[src/rtl/dma_ctx_pkg.sv]
// Shared definitions for the DMA context-save core.
// Assumes: none beyond IEEE 1800-2017.
package dma_ctx_pkg;
    // Controller phase: boundary (arbitrate) or moving elements.
    typedef enum logic {
        ST_BOUND = 1'b0,
        ST_MOVE  = 1'b1
    } dma_phase_e;
endpackage

[src/rtl/dma_prio_arb.sv]
// Fixed-priority picker: returns the lowest set index of req.
// Assumes: N >= 2; purely combinational.
module dma_prio_arb #(
    parameter int N  = 4,
    parameter int IW = (N > 1) ? $clog2(N) : 1
) (
    input  logic [N-1:0]  req,
    output logic          any,
    output logic [IW-1:0] idx
);
    // Scan from the highest index down so the lowest set bit wins.
    always_comb begin
        any = 1'b0;
        idx = '0;
        for (int i = N - 1; i >= 0; i--) begin
            if (req[i]) begin
                any = 1'b1;
                idx = IW'(i);
            end
        end
    end
endmodule

[src/rtl/dma_ctx_store.sv]
// Per-channel context slots: one write port (save), two read ports
// (restore and inspection). Slots reset to zero.
// Assumes: at most one save per cycle.
module dma_ctx_store #(
    parameter int N  = 4,
    parameter int IW = 2,
    parameter int AW = 16,
    parameter int CW = 8
) (
    input  logic          clk,
    input  logic          rst_n,
    input  logic          we,
    input  logic [IW-1:0] wsel,
    input  logic [CW-1:0] wfrm,
    input  logic [CW-1:0] welm,
    input  logic [AW-1:0] wsrc,
    input  logic [AW-1:0] wdst,
    input  logic [IW-1:0] asel,
    output logic [CW-1:0] afrm,
    output logic [CW-1:0] aelm,
    output logic [AW-1:0] asrc,
    output logic [AW-1:0] adst,
    input  logic [IW-1:0] bsel,
    output logic [CW-1:0] bfrm,
    output logic [CW-1:0] belm,
    output logic [AW-1:0] bsrc,
    output logic [AW-1:0] bdst
);
    logic [CW-1:0] frm_q [N];
    logic [CW-1:0] elm_q [N];
    logic [AW-1:0] src_q [N];
    logic [AW-1:0] dst_q [N];

    for (genvar g = 0; g < N; g++) begin : g_slot
        // Capture the saved context of channel g when it is stalled.
        always_ff @(posedge clk) begin
            if (!rst_n) begin
                frm_q[g] <= '0;
                elm_q[g] <= '0;
                src_q[g] <= '0;
                dst_q[g] <= '0;
            end else if (we && (wsel == IW'(g))) begin
                frm_q[g] <= wfrm;
                elm_q[g] <= welm;
                src_q[g] <= wsrc;
                dst_q[g] <= wdst;
            end
        end
    end

    // Restore and inspection reads.
    always_comb begin
        afrm = frm_q[asel];
        aelm = elm_q[asel];
        asrc = src_q[asel];
        adst = dst_q[asel];
        bfrm = frm_q[bsel];
        belm = elm_q[bsel];
        bsrc = src_q[bsel];
        bdst = dst_q[bsel];
    end
endmodule

[src/rtl/dma_flag_bank.sv]
// Sticky per-channel status flags with per-channel clear strobe.
// Assumes: a set in the same cycle as a clear wins.
module dma_flag_bank #(
    parameter int N = 4
) (
    input  logic         clk,
    input  logic         rst_n,
    input  logic [N-1:0] set_ftc,
    input  logic [N-1:0] set_hbc,
    input  logic [N-1:0] set_btc,
    input  logic [N-1:0] set_lfs,
    input  logic [N-1:0] clr,
    output logic [N-1:0] ftc,
    output logic [N-1:0] hbc,
    output logic [N-1:0] btc,
    output logic [N-1:0] lfs
);
    for (genvar g = 0; g < N; g++) begin : g_ch
        // Hold each flag until its channel's clear strobe.
        always_ff @(posedge clk) begin
            if (!rst_n) begin
                ftc[g] <= 1'b0;
                hbc[g] <= 1'b0;
                btc[g] <= 1'b0;
                lfs[g] <= 1'b0;
            end else begin
                ftc[g] <= set_ftc[g] | (ftc[g] & ~clr[g]);
                hbc[g] <= set_hbc[g] | (hbc[g] & ~clr[g]);
                btc[g] <= set_btc[g] | (btc[g] & ~clr[g]);
                lfs[g] <= set_lfs[g] | (lfs[g] & ~clr[g]);
            end
        end
    end
endmodule

[src/rtl/dma_ctx_core.sv]
// DMA channel core: frame-boundary fixed-priority arbitration, one set
// of working registers, context save only for a preempted incomplete
// channel, restore on re-grant, sticky progress flags.
// Assumes: configured frame and element counts are at least 1 and
// configuration of a channel is stable while it is in use.
module dma_ctx_core
    import dma_ctx_pkg::*;
#(
    parameter int NCH = 4,
    parameter int AW  = 16,
    parameter int CW  = 8,
    parameter int ESZ = 4,
    parameter int IW  = (NCH > 1) ? $clog2(NCH) : 1
) (
    input  logic              clk,
    input  logic              rst_n,
    input  logic [NCH-1:0]    chan_en,
    input  logic [NCH-1:0]    hw_mode,
    input  logic [NCH-1:0]    sw_trig,
    input  logic [NCH-1:0]    hw_req,
    input  logic [NCH*AW-1:0] cfg_src,
    input  logic [NCH*AW-1:0] cfg_dst,
    input  logic [NCH*CW-1:0] cfg_frames,
    input  logic [NCH*CW-1:0] cfg_elems,
    input  logic              elem_ack,
    input  logic [NCH-1:0]    flag_clr,
    input  logic [IW-1:0]     ctx_sel,
    output logic              elem_req,
    output logic [AW-1:0]     rd_addr,
    output logic [AW-1:0]     wr_addr,
    output logic [IW-1:0]     act_ch,
    output logic [NCH-1:0]    ftc_flag,
    output logic [NCH-1:0]    hbc_flag,
    output logic [NCH-1:0]    btc_flag,
    output logic [NCH-1:0]    lfs_flag,
    output logic [CW-1:0]     ctx_frames,
    output logic [CW-1:0]     ctx_elems,
    output logic [AW-1:0]     ctx_src,
    output logic [AW-1:0]     ctx_dst
);
    localparam logic [AW-1:0] STEP  = AW'(ESZ);
    localparam logic [CW-1:0] ONE_C = CW'(1);

    dma_phase_e     phase;
    logic           act_vld;
    logic [IW-1:0]  act_idx;
    logic [CW-1:0]  wk_frm, wk_elm;
    logic [AW-1:0]  wk_src, wk_dst;
    logic [NCH-1:0] sw_pend, saved;

    logic [NCH-1:0] req;
    logic           any_req;
    logic [IW-1:0]  win_idx;
    logic           take_new, keep_cur, save_go;
    logic           elem_done, frm_end, blk_end;
    logic [CW-1:0]  ld_frm, ld_elm, rs_frm, rs_elm;
    logic [AW-1:0]  ld_src, ld_dst, rs_src, rs_dst;
    logic [CW-1:0]  act_elm_cfg, act_frm_cfg;
    logic [NCH-1:0] win_oh, act_oh;
    logic [NCH-1:0] s_ftc, s_hbc, s_btc, s_lfs;

    // Requests: hardware level or latched software trigger, gated by enable.
    assign req = chan_en & ((hw_mode & hw_req) | (~hw_mode & sw_pend));

    dma_prio_arb #(.N(NCH), .IW(IW)) u_arb (
        .req (req),
        .any (any_req),
        .idx (win_idx)
    );

    // Boundary decisions: switch to a new owner, or continue the current one.
    assign take_new  = (phase == ST_BOUND) && any_req && (!act_vld || (win_idx < act_idx));
    assign keep_cur  = (phase == ST_BOUND) && any_req && act_vld && (win_idx == act_idx);
    assign save_go   = take_new && act_vld;
    assign elem_done = (phase == ST_MOVE) && elem_ack;
    assign frm_end   = elem_done && (wk_elm == ONE_C);
    assign blk_end   = frm_end && (wk_frm == ONE_C);

    dma_ctx_store #(.N(NCH), .IW(IW), .AW(AW), .CW(CW)) u_store (
        .clk  (clk),
        .rst_n(rst_n),
        .we   (save_go),
        .wsel (act_idx),
        .wfrm (wk_frm),
        .welm (wk_elm),
        .wsrc (wk_src),
        .wdst (wk_dst),
        .asel (win_idx),
        .afrm (rs_frm),
        .aelm (rs_elm),
        .asrc (rs_src),
        .adst (rs_dst),
        .bsel (ctx_sel),
        .bfrm (ctx_frames),
        .belm (ctx_elems),
        .bsrc (ctx_src),
        .bdst (ctx_dst)
    );

    // Select load values for the winner and configuration of the owner.
    always_comb begin
        if (saved[win_idx]) begin
            ld_frm = rs_frm;
            ld_elm = rs_elm;
            ld_src = rs_src;
            ld_dst = rs_dst;
        end else begin
            ld_frm = cfg_frames[int'(win_idx)*CW +: CW];
            ld_elm = cfg_elems[int'(win_idx)*CW +: CW];
            ld_src = cfg_src[int'(win_idx)*AW +: AW];
            ld_dst = cfg_dst[int'(win_idx)*AW +: AW];
        end
        act_elm_cfg = cfg_elems[int'(act_idx)*CW +: CW];
        act_frm_cfg = cfg_frames[int'(act_idx)*CW +: CW];
        win_oh      = NCH'(1) << win_idx;
        act_oh      = NCH'(1) << act_idx;
    end

    // Flag set events for this cycle.
    always_comb begin
        s_ftc = frm_end ? act_oh : '0;
        s_btc = blk_end ? act_oh : '0;
        s_hbc = (frm_end && ((wk_frm - ONE_C) == (act_frm_cfg >> 1))) ? act_oh : '0;
        s_lfs = '0;
        if (take_new && (ld_frm == ONE_C)) s_lfs = win_oh;
        if (keep_cur && (wk_frm == ONE_C)) s_lfs = act_oh;
    end

    dma_flag_bank #(.N(NCH)) u_flags (
        .clk    (clk),
        .rst_n  (rst_n),
        .set_ftc(s_ftc),
        .set_hbc(s_hbc),
        .set_btc(s_btc),
        .set_lfs(s_lfs),
        .clr    (flag_clr),
        .ftc    (ftc_flag),
        .hbc    (hbc_flag),
        .btc    (btc_flag),
        .lfs    (lfs_flag)
    );

    // Pending software triggers and saved-context markers.
    always_ff @(posedge clk) begin
        if (!rst_n) begin
            sw_pend <= '0;
            saved   <= '0;
        end else begin
            sw_pend <= (sw_pend & ~(blk_end ? act_oh : '0)) | (sw_trig & ~hw_mode & chan_en);
            saved   <= (saved & ~(take_new ? win_oh : '0)) | (save_go ? act_oh : '0);
        end
    end

    // Working registers and phase sequencing.
    always_ff @(posedge clk) begin
        if (!rst_n) begin
            phase   <= ST_BOUND;
            act_vld <= 1'b0;
            act_idx <= '0;
            wk_frm  <= '0;
            wk_elm  <= '0;
            wk_src  <= '0;
            wk_dst  <= '0;
        end else if (phase == ST_BOUND) begin
            if (take_new) begin
                act_idx <= win_idx;
                act_vld <= 1'b1;
                wk_frm  <= ld_frm;
                wk_elm  <= ld_elm;
                wk_src  <= ld_src;
                wk_dst  <= ld_dst;
                phase   <= ST_MOVE;
            end else if (keep_cur) begin
                phase   <= ST_MOVE;
            end
        end else if (elem_done) begin
            wk_src <= wk_src + STEP;
            wk_dst <= wk_dst + STEP;
            if (frm_end) begin
                wk_elm <= act_elm_cfg;
                wk_frm <= wk_frm - ONE_C;
                phase  <= ST_BOUND;
                if (blk_end) act_vld <= 1'b0;
            end else begin
                wk_elm <= wk_elm - ONE_C;
            end
        end
    end

    assign elem_req = (phase == ST_MOVE);
    assign rd_addr  = wk_src;
    assign wr_addr  = wk_dst;
    assign act_ch   = act_idx;
endmodule

[config.mk]
export PLATFORM = sky130hd
export DESIGN_NAME = dma_ctx_core
export DESIGN_NICKNAME = d
export VERILOG_FILES = /design/src/rtl/dma_ctx_pkg.sv /design/src/rtl/dma_prio_arb.sv /design/src/rtl/dma_ctx_store.sv /design/src/rtl/dma_flag_bank.sv /design/src/rtl/dma_ctx_core.sv
export SDC_FILE = /design/constraint.sdc
export NUM_CORES = 1
export LEC_CHECK = 0
export BUFFER_PORTS_ARGS = -buffer_cell sky130_fd_sc_hd__buf_2
export CAP_MARGIN = 20
export CORE_ASPECT_RATIO = 0.7
export CORE_MARGIN = 4
export CORE_UTILIZATION = 60
export DETAILED_ROUTE_END_ITERATION = 10
export PLACE_DENSITY = 0.82
export SETUP_SLACK_MARGIN = 0.05
export SYNTH_ARGS = -nofsm -noshare
export SYNTH_HDL_FRONTEND = slang
export SYNTH_SLANG_ARGS = --single-unit
[constraint.sdc]
create_clock -name clk -period 10.2 [get_ports clk]
set_clock_uncertainty 0.1 [all_clocks]
set_input_delay 1.02 -clock clk [delete_from_list [all_inputs] [get_ports clk]]
set_output_delay 1.02 -clock clk [all_outputs]
set_load 0.1 [all_outputs]
==> reports/metrics.csv <==
stage,metric,value,unit
run_status,outcome,"complete, no violations",
synthesis,most_repeated_cell_in_the_gate_level_netlist_after_synthesis,sky130_fd_sc_hd__edfxtp_1,
power,power_switching,0.00125,W
global_routing,global_route.usage.total,0.360,
clock_tree,cts_resized,0,
synthesis,synthesis.nets,1680,
synthesis,proportion_of_synthesized_flip_flops_having_asynchronous_set_or_reset,0,
drt,post_drt_wl_per_cell,26.1,um
clock_tree,h-tree-depth,1,
power,clock_power_share,0.305,
power,power_switching_share,0.371,
sta,final.hold.worst_slack,0.374,ns
power,vdd_ir_drop_max,0.153,mV
sta,final_hold_viol_count,0,
sta,rsz_0062_raised_after_global_routing,no,
power,leakagePower,6.90,nW
worst_setup_path,slowest_stage,sky130_fd_sc_hd__nor2_2,
sta,period_share,0.463,
synthesis,synthesis.area,15400,um2
drt,detail_route.first_pass.iterations,9,
sta,tightest_slew,1.21,ns
sta,totalNegativeSetupSlack,0,ns
worst_setup_path,worstPathBufferInverterCount,2,
die,die_height,142,um
placement,place.gp.congestion,0.896,
synthesis,synth-seq-area-share,0.474,
clock_tree,clock_insertion_delay_worst_skew,0.54,ns
worst_setup_path,timing.critical_path.fanout_max,32,
drt,viasPerCell,7.02,
worst_setup_path,cell_by_cell_trace_of_the_critical_path,"buf_2, mux2_2, a22o_1, a21oi_1, ha_1, a21oi_1, nand3b_1, or2_2, nor2_2, buf_4, and2_1",
clock_tree,post_cts_buffers,0,
synthesis,synth_largest_area_cell,sky130_fd_sc_hd__edfxtp_1,
power,sequentialPowerShare,0.397,
global_routing,vias_in_the_first_global_route,13700,
sta,period_minus_slack,4.72,ns
clock_tree,clock_sink_count,268,
worst_setup_path,path_common_cell,sky130_fd_sc_hd__a21oi_1,
finish,layout-drive-gt1-share,0.291,
die,chip_width,199,um
die,io-pin-count,316,
global_routing,grt_pass1_wl,79600,um
global_routing,gr-total-overflow,0,
synthesis,yosysUniqueCellTypes,68,
global_routing,grt_start_max_net_pins,93,
global_routing,grt_antenna_before_repair,2,
clock_tree,cts_tree,yes,
die,dieArea,28300,um2
drt,remaining_drc_errors,0,
synthesis,yosys_warnings,0,
worst_hold_path,hold-path-cell-count,2,
placement,number_of_i_o_port_buffers,315,
finish,antenna-diode-count,0,
finish,syn_to_final_growth,17.2,%
power,cellPowerDensity,187,nW/um2
worst_setup_path,cp_num_cells,11,
worst_hold_path,hold_path_class,reg2reg,
synthesis,synthesis.instances,1456,
synthesis,post_synth_most_frequent_cells,"sky130_fd_sc_hd__edfxtp_1 (192), sky130_fd_sc_hd__and2_1 (175), sky130_fd_sc_hd__nand2_1 (141)",
worst_setup_path,worstRegToRegCells,10,
die,row_count,48,
clock_tree,ctsLongestPathBuffers,3,
placement,place.detailed.hpwl,34000,um
finish,finish.net_count,1917,
finish,filler_cell_count,1825,
worst_setup_path,max_stage_delay,0.91,ns
sta,final-max-slew-violation-count,0,
sta,max-slew-margin-rel,0.172,
drt,route.vias.total,14300,
synthesis,synth-edff-count,192,
worst_setup_path,cp_data_required_time,10.49,ns
worst_setup_path,cp.arrival,5.01,ns
die,coreArea,24900,um2
synthesis,synth_area_leaders,"sky130_fd_sc_hd__edfxtp_1 (37%), sky130_fd_sc_hd__dfxtp_1 (9.9%), sky130_fd_sc_hd__mux4_2 (9.2%), sky130_fd_sc_hd__and2_1 (7.1%), sky130_fd_sc_hd__a222oi_1 (4.2%)",
placement,dpl_cell_area,17100,um2
worst_setup_path,setup.worst_path.start_class,primary input,
flow_run,max_cap_viol_count,0,
clock_tree,clock_tree.root_cell,sky130_fd_sc_hd__clkbuf_16,
clock_tree,cts_hold_buffers,0,
placement,placed_cells_incl_taps,1988,
drt,drt-total-wl,53200,um
synthesis,ys_dominant_reg_cell,sky130_fd_sc_hd__edfxtp_1,
worst_setup_path,critical_path.endpoint_type,register,
die,start_util,0.617,
finish,stdcell_area,18000,um2
worst_setup_path,path_delay_family,simple AND/OR/NAND/NOR gates,
sta,fmax,0.212,GHz
synthesis,yosys.area.top_type_share,0.375,
power,power.share.combinational,0.299,
clock_tree,clock_pin_slew_reported_for_the_worst_setup_and_hold_paths_after_clock_tree_synthesis,0.07,ns
power,internal_power,0.00211,W
clock_tree,cts_made_buffers,26,
finish,final_cell_count_without_fillers,2038,
synthesis,synth_area_per_cell,10.6,um2
power,total_power,0.00336,W
drt,drtIter0Drc,2571,
sta,report.final.setup_viol,0,
worst_setup_path,timing_worst_setup_path_type,in2reg,
drt,antenna_violating_nets_post_route,0,
synthesis,seq_cells_post_synth,268,
final cells by class:
type | count | area [um2] | share of cell area
flip-flops and latches | 268 | 7290 | 0.405
well taps | 325 | 407 | 0.0226
clock inverters | 11 | 165 | 0.00917
inverters | 19 | 71.3 | 0.00396
repair buffers | 340 | 1800 | 0.0999
clock buffers | 37 | 723 | 0.0401
multi-input cells | 1038 | 7560 | 0.420
final timing paths:
check / start / slack [ns] / end
setup / recovery: hw_mode[0] / 5.48 / u_store.dst_q[1][3]
hold / removal: sw_pend[0] / 0.37 / sw_pend[0]
setup reg to reg: sw_pend[0] / 5.81 / u_store.dst_q[1][3]
hold reg to reg: sw_pend[0] / 0.37 / sw_pend[0]
cells by family after synthesis:
family	Yosys count	share of synthesized area
AOI/OAI and AO/OA	373	0.173
xor gates and xnor gates	20	0.0114
adders and majority gates	7	0.00570
buffers and inverters	150	0.0408
DFF	268	0.474
muxes	103	0.121
and+or+nand+nor	535	0.175
sequential cells by signal, indices dropped and copies added (netlist names), 2 cells and up:
register / flops
u_flags.btc: 4
wk_frm: 8
sw_pend: 4
act_ch: 2
u_flags.lfs: 4
u_flags.ftc: 4
u_store.src_q: 64
u_flags.hbc: 4
saved: 4
wr_addr: 16
rd_addr: 16
u_store.frm_q: 32
wk_elm: 8
u_store.elm_q: 32
u_store.dst_q: 64
metal layers:
layer,share of wire,vias to the layer above,GRT usage,routed length [um]
met1,0.37,6802,0.519,19600
met3,0.15,148,0.0864,8090
li1,-,6075,-,-
met5,0.00049,-,0,26
met2,0.45,1269,0.552,23900
met4,0.031,4,0.105,1660
stage by stage:
stage          utilization  worst slack, ns
6_report             0.723             5.48
5_1_grt              0.723             5.28
4_1_cts              0.721             5.58
3_5_place_dp         0.685             4.99
3_3_place_gp         0.685             5.10
2_1_floorplan            -             3.36
power by group through the flow:
stage          Sequential (W)  Combinational (W)  Clock, W
2_1_floorplan         0.00147           0.000588         0
3_3_place_gp          0.00134           0.000960         0
3_5_place_dp          0.00135           0.000972         0
4_1_cts               0.00133           0.000980   0.00102
5_1_grt               0.00134            0.00105   0.00107
6_report              0.00133            0.00100   0.00102
cells in the final DEF, fill, tap and decap left out, types with 21 or more instances in the layout:
cell                        netlist  final
sky130_fd_sc_hd__buf_2           12    314
sky130_fd_sc_hd__edfxtp_1       192    192
sky130_fd_sc_hd__and2_1         175    174
sky130_fd_sc_hd__nand2_1        141    141
sky130_fd_sc_hd__a21oi_1        107    106
sky130_fd_sc_hd__nor2_1          91     84
sky130_fd_sc_hd__dfxtp_1         76     75
sky130_fd_sc_hd__a222oi_1        64     64
sky130_fd_sc_hd__mux4_2          63     63
sky130_fd_sc_hd__nand3_1         48     48
sky130_fd_sc_hd__o21ai_0         46     42
sky130_fd_sc_hd__nor3_1          39     39
sky130_fd_sc_hd__o22ai_1         27     27
sky130_fd_sc_hd__clkbuf_16        0     27
sky130_fd_sc_hd__mux2_2          24     24
sky130_fd_sc_hd__buf_4            2     24
sky130_fd_sc_hd__a31oi_1         21     21
worst register-to-register path: cells and delay by family (launching register included):
kind | cells | cell delay [ns]
simple gates | 4 | 2.10
compound gates | 3 | 0.74
buf+inv | 1 | 0.38
flops | 1 | 0.31
mux | 1 | 0.31
fa+ha+maj | 1 | 0.31
Note: power is estimated with default switching activity, not from simulation.
